**src/rtl/rst_seq_pkg.sv**
```systemverilog
package rst_seq_pkg;

  typedef enum logic [1:0] {
    SEQ_IN_RESET    = 2'd0,
    SEQ_STABILISING = 2'd1,
    SEQ_RUNNING     = 2'd2
  } seq_state_e;

  localparam int SRC_EXT = 0;
  localparam int SRC_WDT = 1;
  localparam int SRC_OSC = 2;
  localparam int SRC_POC = 3;
  localparam int SRC_LVD = 4;
  localparam int NUM_SRC = 5;

  // True when a counter sits on the final cycle of a window of lim cycles.
  function automatic logic last_count(input int unsigned cnt, input int unsigned lim);
    return cnt == lim - 1;
  endfunction

  // Cause update: write-one-to-clear first, then new events set bits (set wins).
  function automatic logic [NUM_SRC-1:0] cause_next(input logic [NUM_SRC-1:0] cur,
                                                     input logic [NUM_SRC-1:0] set,
                                                     input logic               clr_en,
                                                     input logic [NUM_SRC-1:0] clr_msk);
    logic [NUM_SRC-1:0] kill;
    kill = clr_en ? clr_msk : '0;
    return (cur & ~kill) | set;
  endfunction

endpackage

```
**src/rtl/rst_sync.sv**
```systemverilog
module rst_sync #(
  parameter int W = 4
) (
  input  logic         clk,
  input  logic         arst,
  input  logic [W-1:0] d_async,
  output logic [W-1:0] d_sync
);
  logic [W-1:0] meta;

  always_ff @(posedge clk or posedge arst) begin
    if (arst) begin
      meta   <= '0;
      d_sync <= '0;
    end else begin
      meta   <= d_async;
      d_sync <= meta;
    end
  end
endmodule

```
**src/rtl/ext_filter.sv**
```systemverilog
module ext_filter #(
  parameter int MIN_CYC = 8
) (
  input  logic clk,
  input  logic arst,
  input  logic low_s,
  output logic req
);
  localparam int CW = $clog2(MIN_CYC + 1);

  logic [CW-1:0] run_cnt;
  logic          at_min;

  assign at_min = rst_seq_pkg::last_count(32'(run_cnt), MIN_CYC);
  assign req    = low_s && at_min;

  always_ff @(posedge clk or posedge arst) begin
    if (arst)         run_cnt <= '0;
    else if (!low_s)  run_cnt <= '0;
    else if (!at_min) run_cnt <= run_cnt + 1'b1;
  end
endmodule

```
**src/rtl/pulse_hold.sv**
```systemverilog
module pulse_hold #(
  parameter int HOLD_CYC = 4
) (
  input  logic clk,
  input  logic arst,
  input  logic flag_s,
  output logic start,
  output logic hold
);
  localparam int CW = $clog2(HOLD_CYC + 1);

  logic          flag_q;
  logic [CW-1:0] left;

  assign start = flag_s && !flag_q;
  assign hold  = (left != '0);

  always_ff @(posedge clk or posedge arst) begin
    if (arst) begin
      flag_q <= 1'b0;
      left   <= '0;
    end else begin
      flag_q <= flag_s;
      if (start)     left <= CW'(HOLD_CYC);
      else if (hold) left <= left - 1'b1;
    end
  end
endmodule

```
**src/rtl/rst_fsm.sv**
```systemverilog
module rst_fsm
  import rst_seq_pkg::*;
#(
  parameter int STAB_CYC = 17
) (
  input  logic       clk,
  input  logic       arst,
  input  logic       req,
  output seq_state_e state
);
  localparam int SW = $clog2(STAB_CYC + 1);

  logic [SW-1:0] stab_cnt;
  logic          stab_end;

  assign stab_end = last_count(32'(stab_cnt), STAB_CYC);

  always_ff @(posedge clk or posedge arst) begin
    if (arst) begin
      state    <= SEQ_IN_RESET;
      stab_cnt <= '0;
    end else begin
      unique case (state)
        SEQ_IN_RESET: begin
          stab_cnt <= '0;
          if (!req) state <= SEQ_STABILISING;
        end
        SEQ_STABILISING: begin
          if (req) begin
            state    <= SEQ_IN_RESET;
            stab_cnt <= '0;
          end else if (stab_end) begin
            state    <= SEQ_RUNNING;
          end else begin
            stab_cnt <= stab_cnt + 1'b1;
          end
        end
        SEQ_RUNNING: if (req) state <= SEQ_IN_RESET;
        default: state <= SEQ_IN_RESET;
      endcase
    end
  end
endmodule

```
**src/rtl/rst_seq_top.sv**
```systemverilog
module rst_seq_top
  import rst_seq_pkg::*;
#(
  parameter int EXT_MIN_CYC = 8,
  parameter int PULSE_CYC   = 4,
  parameter int STAB_CYC    = 17,
  parameter int VEC_AW      = 16
) (
  input  logic               clk_ro,
  input  logic               poc_low,
  input  logic               ext_rst_n,
  input  logic               wdt_ovf,
  input  logic               osc_stop,
  input  logic               lvd_low,
  input  logic               clr_stb,
  input  logic [NUM_SRC-1:0] clr_mask,
  output logic               sys_rst_n,
  output logic               cpu_clk_en,
  output logic               port_hiz,
  output logic               pin_drv_low,
  output logic [NUM_SRC-1:0] rst_cause,
  output logic [1:0]         seq_state,
  output logic [VEC_AW-1:0]  vec_addr
);
  localparam int NUM_PULSE = 2;

  // Synchronised view: {lvd, osc, wdt, ext_low}
  logic [3:0] raw_in, syn_in;
  assign raw_in = {lvd_low, osc_stop, wdt_ovf, ~ext_rst_n};

  rst_sync #(.W(4)) i_sync (
    .clk(clk_ro), .arst(poc_low), .d_async(raw_in), .d_sync(syn_in)
  );

  logic ext_req;
  ext_filter #(.MIN_CYC(EXT_MIN_CYC)) i_ext (
    .clk(clk_ro), .arst(poc_low), .low_s(syn_in[0]), .req(ext_req)
  );

  logic [NUM_PULSE-1:0] pulse_flag, pulse_start_v, pulse_hold_v;
  assign pulse_flag = syn_in[2:1];

  for (genvar g = 0; g < NUM_PULSE; g++) begin : g_pulse
    pulse_hold #(.HOLD_CYC(PULSE_CYC)) i_hold (
      .clk(clk_ro), .arst(poc_low), .flag_s(pulse_flag[g]),
      .start(pulse_start_v[g]), .hold(pulse_hold_v[g])
    );
  end

  logic pulse_start, lvd_req, any_req;
  assign pulse_start = |pulse_start_v;
  assign lvd_req     = syn_in[3];
  assign any_req     = ext_req | pulse_start | (|pulse_hold_v) | lvd_req;

  seq_state_e state;
  rst_fsm #(.STAB_CYC(STAB_CYC)) i_fsm (
    .clk(clk_ro), .arst(poc_low), .req(any_req), .state(state)
  );

  logic [NUM_SRC-1:0] cause_set;
  always_comb begin
    cause_set          = '0;
    cause_set[SRC_EXT] = ext_req;
    cause_set[SRC_WDT] = pulse_start_v[0];
    cause_set[SRC_OSC] = pulse_start_v[1];
    cause_set[SRC_LVD] = lvd_req;
  end

  always_ff @(posedge clk_ro or posedge poc_low) begin
    if (poc_low) rst_cause <= NUM_SRC'(1) << SRC_POC;
    else         rst_cause <= cause_next(rst_cause, cause_set, clr_stb, clr_mask);
  end

  assign seq_state   = state;
  assign sys_rst_n   = (state != SEQ_IN_RESET);
  assign cpu_clk_en  = (state == SEQ_RUNNING);
  assign port_hiz    = (state != SEQ_RUNNING);
  assign pin_drv_low = (state != SEQ_RUNNING);
  assign vec_addr    = '0;
endmodule

```
**config.mk**
```make
export PLATFORM = sky130hd
export DESIGN_NAME = rst_seq_top
export DESIGN_NICKNAME = d
export VERILOG_FILES = /design/src/rtl/rst_seq_pkg.sv /design/src/rtl/rst_sync.sv /design/src/rtl/ext_filter.sv /design/src/rtl/pulse_hold.sv /design/src/rtl/rst_fsm.sv /design/src/rtl/rst_seq_top.sv
export SDC_FILE = /design/constraint.sdc
export NUM_CORES = 1
export LEC_CHECK = 0
export BUFFER_PORTS_ARGS = -buffer_cell sky130_fd_sc_hd__buf_2
export CAP_MARGIN = 20
export CORE_ASPECT_RATIO = 0.9
export CORE_UTILIZATION = 47
export DETAILED_ROUTE_END_ITERATION = 8
export GPL_ROUTABILITY_DRIVEN = 0
export PLACE_DENSITY = 0.78
export SYNTH_ARGS = -nofsm -noshare
export SYNTH_HDL_FRONTEND = slang
export SYNTH_SLANG_ARGS = --single-unit
export TNS_END_PERCENT = 5
```
**constraint.sdc**
```tcl
create_clock -name clk_ro -period 1.5 [get_ports clk_ro]
set_input_delay 0.15 -clock clk_ro [delete_from_list [all_inputs] [get_ports clk_ro]]
set_output_delay 0.15 -clock clk_ro [all_outputs]
set_load 0.05 [all_outputs]
```
==> results of run 1 <==
## registers in the layout (all words and copies together), names as in the netlist
| register | flops |
|---|---|
| i_sync.meta | 4 |
| g_pulse.i_hold.flag_q | 2 |
| i_fsm.stab_cnt | 5 |
| i_ext.run_cnt | 4 |
| rst_cause | 5 |
| g_pulse.i_hold.left | 6 |
| i_sync.d_sync | 4 |
| i_fsm.state | 2 |
## stage by stage
stage               utilization, %  std cells
CTS                           63.4        237
detailed placement            55.7        215
global placement              55.7        215
global route                  65.1        241
floorplan                        -        156
finish                        65.1        241
## placed cells by master, fill, tap and decap left out, types with 4 or more instances in the layout
master / instances
a21oi_1: 4
inv_1: 10
ha_1: 4
conb_1: 16
nand2_1: 12
nor2b_1: 5
buf_2: 21
clkbuf_4: 5
dlygate4sd3_1: 6
dfrtp_1: 29
nor2_1: 6
buf_4: 25
## area by class of cell
class                           instances  area share, %
Sequential cell                        32           40.3
Multi-Input combinational cell         92           31.8
Timing Repair Buffer                   54           18.8
Inverter                               13           2.63
Tap cell                               42           2.63
Clock buffer                            6           2.07
Clock inverter                          2           1.76
## cell families (layout without fill, tap and decap cells)
kind of cell / Yosys count / in the layout / share of synthesized area, %
adders and majority gates: 7 / 7 / 5.79
AOI/OAI and AO/OA: 26 / 26 / 11.0
buffers and inverters: 32 / 75 / 12.7
and+or+nand+nor: 40 / 40 / 15.3
DFF: 32 / 32 / 53.1
muxes: 1 / 1 / 0.662
xor gates and xnor gates: 2 / 2 / 1.16
other: 1 / 16 / 0.248
## timing repair
| action | 4_1_cts | 5_1_grt |
|---|---|---|
| setup endpoints to repair | 6 | 10 |
| hold endpoints to repair | 36 | 0 |
| resized for setup | 12 | 4 |
| hold buffers | 6 | 0 |
| buffers inserted | 8 | 4 |
| pin swaps | 5 | 7 |
## worst max-delay path by stage
| stage | startpoint | end | slack [ns] | cells after the start |
|---|---|---|---|---|
| 2_1_floorplan | g_pulse[0].i_hold.left[0] | i_fsm.stab_cnt[1] | -0.008 | 6 |
| 3_3_place_gp | g_pulse[0].i_hold.left[0] | i_fsm.stab_cnt[1] | 0.006 | 6 |
| 3_5_place_dp | g_pulse[0].i_hold.left[0] | i_fsm.stab_cnt[1] | -0.11 | 6 |
| 4_1_cts | g_pulse[0].i_hold.left[1] | i_fsm.stab_cnt[0] | -0.08 | 6 |
| 5_1_grt | g_pulse[0].i_hold.left[1] | i_fsm.stab_cnt[2] | -0.18 | 6 |
| 6_report | g_pulse[0].i_hold.left[0] | i_fsm.stab_cnt[1] | -0.11 | 6 |
## routing by layer
metal  up-vias  wire (um)
met2        36       1620
met4         0        123
met3        12        127
met1       562       1260
met5         -          0
li1        550          -
## critical path: stages (launching register included)
cell and delay, ns:
dfrtp_1 0.40, inv_2 0.09, ha_4 0.13, or2b_1 0.26
nor3b_4 0.29, nand3b_1 0.19, o22ai_1 0.17
## report_power, final
part	switching, mW	leakage, nW	total [mW]	internal [mW]
clock	0.294	0.0422	0.643	0.349
sequential	0.0750	0.392	1.05	0.977
combinational	0.512	0.541	1.03	0.514
==> out/results.ini, run 1 <==
[outcome]
outcome = finished, violations left
violations = setup timing

[yosys]
yosys.area.top_type = dfrtp_1
synth_top_cells_by_area = dfrtp_1 51%, buf_4 8.4%, ha_1 5.8%
synthCells = 141
syn_area_mm2 = 0.00151
synth-async-reset-ratio_pct = 100
yosys_register_bits = 32
synth_cell_types = 35
seq_area_frac_synth_pct = 53.1
avgSynthCellArea_um2 = 10.7
synth_top_area_share_pct = 51.3
synth_commonest_cells = 31 x dfrtp_1, 17 x buf_4, 13 x inv_1
post-synth-top-count-cell = dfrtp_1
synth_edf_count = 0
synth_ff_type = dfrtp_1
yosysWarnings = 0

[place]
preCtsSetupSlack_ns = -0.108
place_area_mm2 = 0.00171
dp_hpwl_um = 2000
port_buffers = 22

[floorplanning]
initial_core_util_pct = 49.3
floorplan.rows = 19
die_x_um = 61.8
core_area_mm2 = 0.00307
ios = 39
die_h_um = 55.8
die_area_mm2 = 0.00345

[routing]
antenna_left = 0
dr.pass1.iters = 4
routed_wl_um = 3130
route.detailed.drc = 0
wire_per_inst_um = 13.0
vias = 1160
vias_per_cell = 4.81
first_iter_violations = 21

[sta]
drv_slew = 0
fin_ws_ns = -0.107
tns_ns = -0.322
final-hold-violation-count = 0
max_freq_ghz = 0.622
setup_violations = 5
whs_ns = 0.0557
fin_worst_skew_ns = 0.0126
rsz0062_at_grt = yes
finalCritPeriodShare_pct = 107
period_minus_slack_ns = 1.61

[critical_path]
cp.required_ns = 1.75
crit_type = register to register
r2r_start = g_pulse[0].i_hold.left[0]
r2r_cells = 6
r2r_slack_ns = -0.11
worstReg2RegEnd = i_fsm.stab_cnt[1]
crit_arrival_ns = 1.85
crit_fanout = 5
cp-end-kind = register
start_kind = register

[worst_hold_path]
min_from = clr_stb
hp-class = input pin to register
whs_endpoint = rst_cause[3]
whs_path_depth = 2

[clock_tree]
clock_path_buffers = 2
clk_latency_ns = 0.34
cts-root-buf = clkbuf_4
cts_tree = done
htree_levels = 2
cts_sinks = 32
cts_made_buffers = 5
clkTransAtPathRegs_ns = 0.11

[cells_and_area]
fin_area_mm2 = 0.00200
multi_input_comb_area_um2 = 634
fillCellCount = 222
layout-drive-gt1-share_pct = 39.2
nNetsFinal = 217
antenna_cells = 0
area_growth_pct = 32.0
area.sequential_um2 = 805

[global_routing]
grt_use_met3_pct = 6.51
grt_pass1_wl_um = 5020
grt_pass1_vias = 1149
grt_busiest_layer = met2
grt_max_degree = 33
met1_usage_pct = 24.2
grt_use_total_pct = 20.5
grt.overflow.total = 0
grt_use_met2_pct = 33.2
antenna_found_initial = 0

[run]
cap_violations = 0

[power_and_ir_drop]
p_per_area_mw_per_mm2 = 1360
p_leak_nw = 0.975
power_mw = 2.72
irDropWorstVdd_uv = 1150

(Power assumes the default switching activity.)
==> inputs of run 2 (changes only) <==
--- a/config.mk
+++ b/config.mk
@@ -11,7 +11,7 @@
 export CORE_UTILIZATION = 47
 export DETAILED_ROUTE_END_ITERATION = 8
 export GPL_ROUTABILITY_DRIVEN = 0
-export PLACE_DENSITY = 0.78
+export PLACE_DENSITY = 0.75
 export SYNTH_ARGS = -nofsm -noshare
 export SYNTH_HDL_FRONTEND = slang
 export SYNTH_SLANG_ARGS = --single-unit
==> run 2 against run 1 <==
The flow still finishes with violations (setup timing). Register-to-register slack better by 0.02 ns. Clock skew is 0.0052 ns lower. Routed wire length is 15% lower. Design area is 3.4% lower.
==> out/results.ini, run 2 (synthesized netlist as in run 1, its figures left out) <==
[outcome]
outcome = finished, violations left
violations = setup timing

[cells_and_area]
utilization_pct = 62.9  ; -2.2 points
top_register = g_pulse.i_hold.left
final_cell_mix = 29 x dfrtp_1, 21 x buf_2, 16 x conb_1, 16 x buf_4, 12 x nand2_1
nNetsFinal = 208  ; -4.1%
antenna_cells = 0  ; unchanged
area_growth_pct = 27.6
fin_cells = 232  ; -3.7%
fin_area_mm2 = 0.00193  ; -3.4%
largest_reg_flops = 6  ; unchanged
layout-drive-gt1-share_pct = 36.3  ; -2.9 points
mostFrequentLayoutCell = dfrtp_1
biggestRegsByFlops = g_pulse.i_hold.left: 6 flops, i_fsm.stab_cnt: 5 flops, rst_cause: 5 flops

[routing]
wl_met3_um = 74  ; -42%
first_iter_violations = 14  ; -33%
m1WireLength_um = 1130  ; -9.9%
wire_per_inst_um = 11.5  ; -12%
dr.pass1.iters = 4  ; unchanged
vias = 1092  ; -5.9%
top_layer = met4
route.detailed.drc = 0  ; unchanged
routed_wl_um = 2660  ; -15%
wl_met2_um = 1420  ; -12%
vias_per_cell = 4.71  ; -2.2%
antenna_left = 0  ; unchanged

[critical_path]
crit_arrival_ns = 1.84  ; about the same
crit_fanout = 5  ; unchanged
critPathMaxStageDelay_ns = 0.40  ; about the same
cp-end-kind = register
crit_type = register to register
critical-path-top-delay-family = simple AND/OR/NAND/NOR gates
start_kind = register
cp.required_ns = 1.75  ; about the same
worst-path-buf-inv = 1  ; unchanged
path_cells = inv_2 -> ha_4 -> or2b_4 -> nor3b_4 -> nand3b_1 -> mux2i_1
cp_slowest_cell = dfrtp_1

[place]
dp_hpwl_um = 1890  ; -5.5%
port_buffers = 22  ; unchanged
place_inst = 213  ; -0.93%
place_area_mm2 = 0.00169  ; -0.88%

[sta]
rsz0062_at_grt = yes
finalCritPeriodShare_pct = 106  ; -1.3 points
max_freq_ghz = 0.630  ; +1.2%
setup_violations = 4  ; -1
tns_ns = -0.231  ; +0.0910 ns
drv_slew = 0  ; unchanged
period_minus_slack_ns = 1.59  ; -0.0193 ns
final-hold-violation-count = 0  ; unchanged
fin_worst_skew_ns = 0.00745  ; -0.00516 ns
fin_ws_ns = -0.0879  ; +0.0193 ns

[global_routing]
grt_pass1_wl_um = 4790  ; -4.5%
grt_use_total_pct = 19.1  ; -1.5 points
antenna_found_initial = 0  ; unchanged
grt.overflow.total = 0  ; unchanged
grt_pass1_vias = 1091  ; -5.0%
grt_max_degree = 33  ; unchanged

[floorplanning]
die_h_um = 55.8  ; unchanged
core_area_mm2 = 0.00307  ; unchanged
initial_core_util_pct = 49.3  ; unchanged
die_x_um = 61.8  ; unchanged
floorplan.rows = 19  ; unchanged
ios = 39  ; unchanged
die_area_mm2 = 0.00345  ; unchanged

[power_and_ir_drop]
p_leak_nw = 0.930  ; -4.6%
irDropWorstVdd_uv = 882  ; -23%
p_per_area_mw_per_mm2 = 1310  ; -4.0%

[clock_tree]
cts_tree = done
clkTransAtPathRegs_ns = 0.10  ; about the same
cts_sinks = 32  ; unchanged
clock_path_buffers = 2  ; unchanged
clk_latency_ns = 0.33  ; about the same
cts_made_buffers = 5  ; unchanged
cts-root-buf = clkbuf_4
htree_levels = 2  ; unchanged

[run]
cap_violations = 0  ; unchanged

[worst_hold_path]
hp-class = input pin to register

==> run 2: timing repair <==
item / in CTS / in global routing
setup endpoints to repair: 7 / 8
buffers inserted: 4 / 1
resized for setup: 15 / 3
gates cloned: 0 / 0
pin swaps: 6 / 6
hold buffers: 6 / 0
hold endpoints to repair: 36 / 0
==> run 2: where the power goes <==
group / internal [mW] / switching (mW)
Clock: 0.349 / 0.278
Sequential: 0.977 / 0.0765
Combinational: 0.404 / 0.439
Total: 1.73 / 0.794
==> run 2: layout make-up <==
class | count | area [um2]
repair buffers | 45 | 308
clock buffers | 6 | 41.3
well taps | 42 | 52.6
inverters | 13 | 52.6
clock inverters | 2 | 35.0
fillers | 244 | 1140
multi-input cells | 92 | 634
flip-flops and latches | 32 | 805
==> run 2: path summary, 6_finish.rpt <==
kind / startpoint / endpoint / slack (ns) / depth (start not counted)
max in group asynchronous: poc_low / rst_cause[3] / 0.75 / 4
hold / removal: clr_stb / rst_cause[3] / 0.03 / 2
min in group asynchronous: poc_low / g_pulse[0].i_hold.flag_q / 0.43 / 4
setup / recovery: g_pulse[0].i_hold.left[0] / i_fsm.stab_cnt[0] / -0.09 / 6
hold reg to reg: i_sync.meta[2] / i_sync.d_sync[2] / 0.36 / 0
setup reg to reg: g_pulse[0].i_hold.left[0] / i_fsm.stab_cnt[0] / -0.09 / 6
==> run 2: layer usage <==
| layer | up-vias | track usage, % |
|---|---|---|
| met5 | - | 0 |
| met4 | 0 | 7.30 |
| met3 | 4 | 4.88 |
| met2 | 26 | 30.6 |
| met1 | 525 | 24.4 |
| li1 | 537 | - |
==> run 2: stage by stage <==
step | worst slack [ns] | hold slack [ns] | power [mW]
after floorplan | -0.00823 | 0.181 | 1.54
after detailed placement | -0.112 | 0.251 | 1.71
after CTS | -0.0679 | 0.0181 | 2.52
after global routing | -0.181 | 0.0388 | 2.72
after global placement | 0.0150 | 0.244 | 1.66
final | -0.0879 | 0.0314 | 2.52
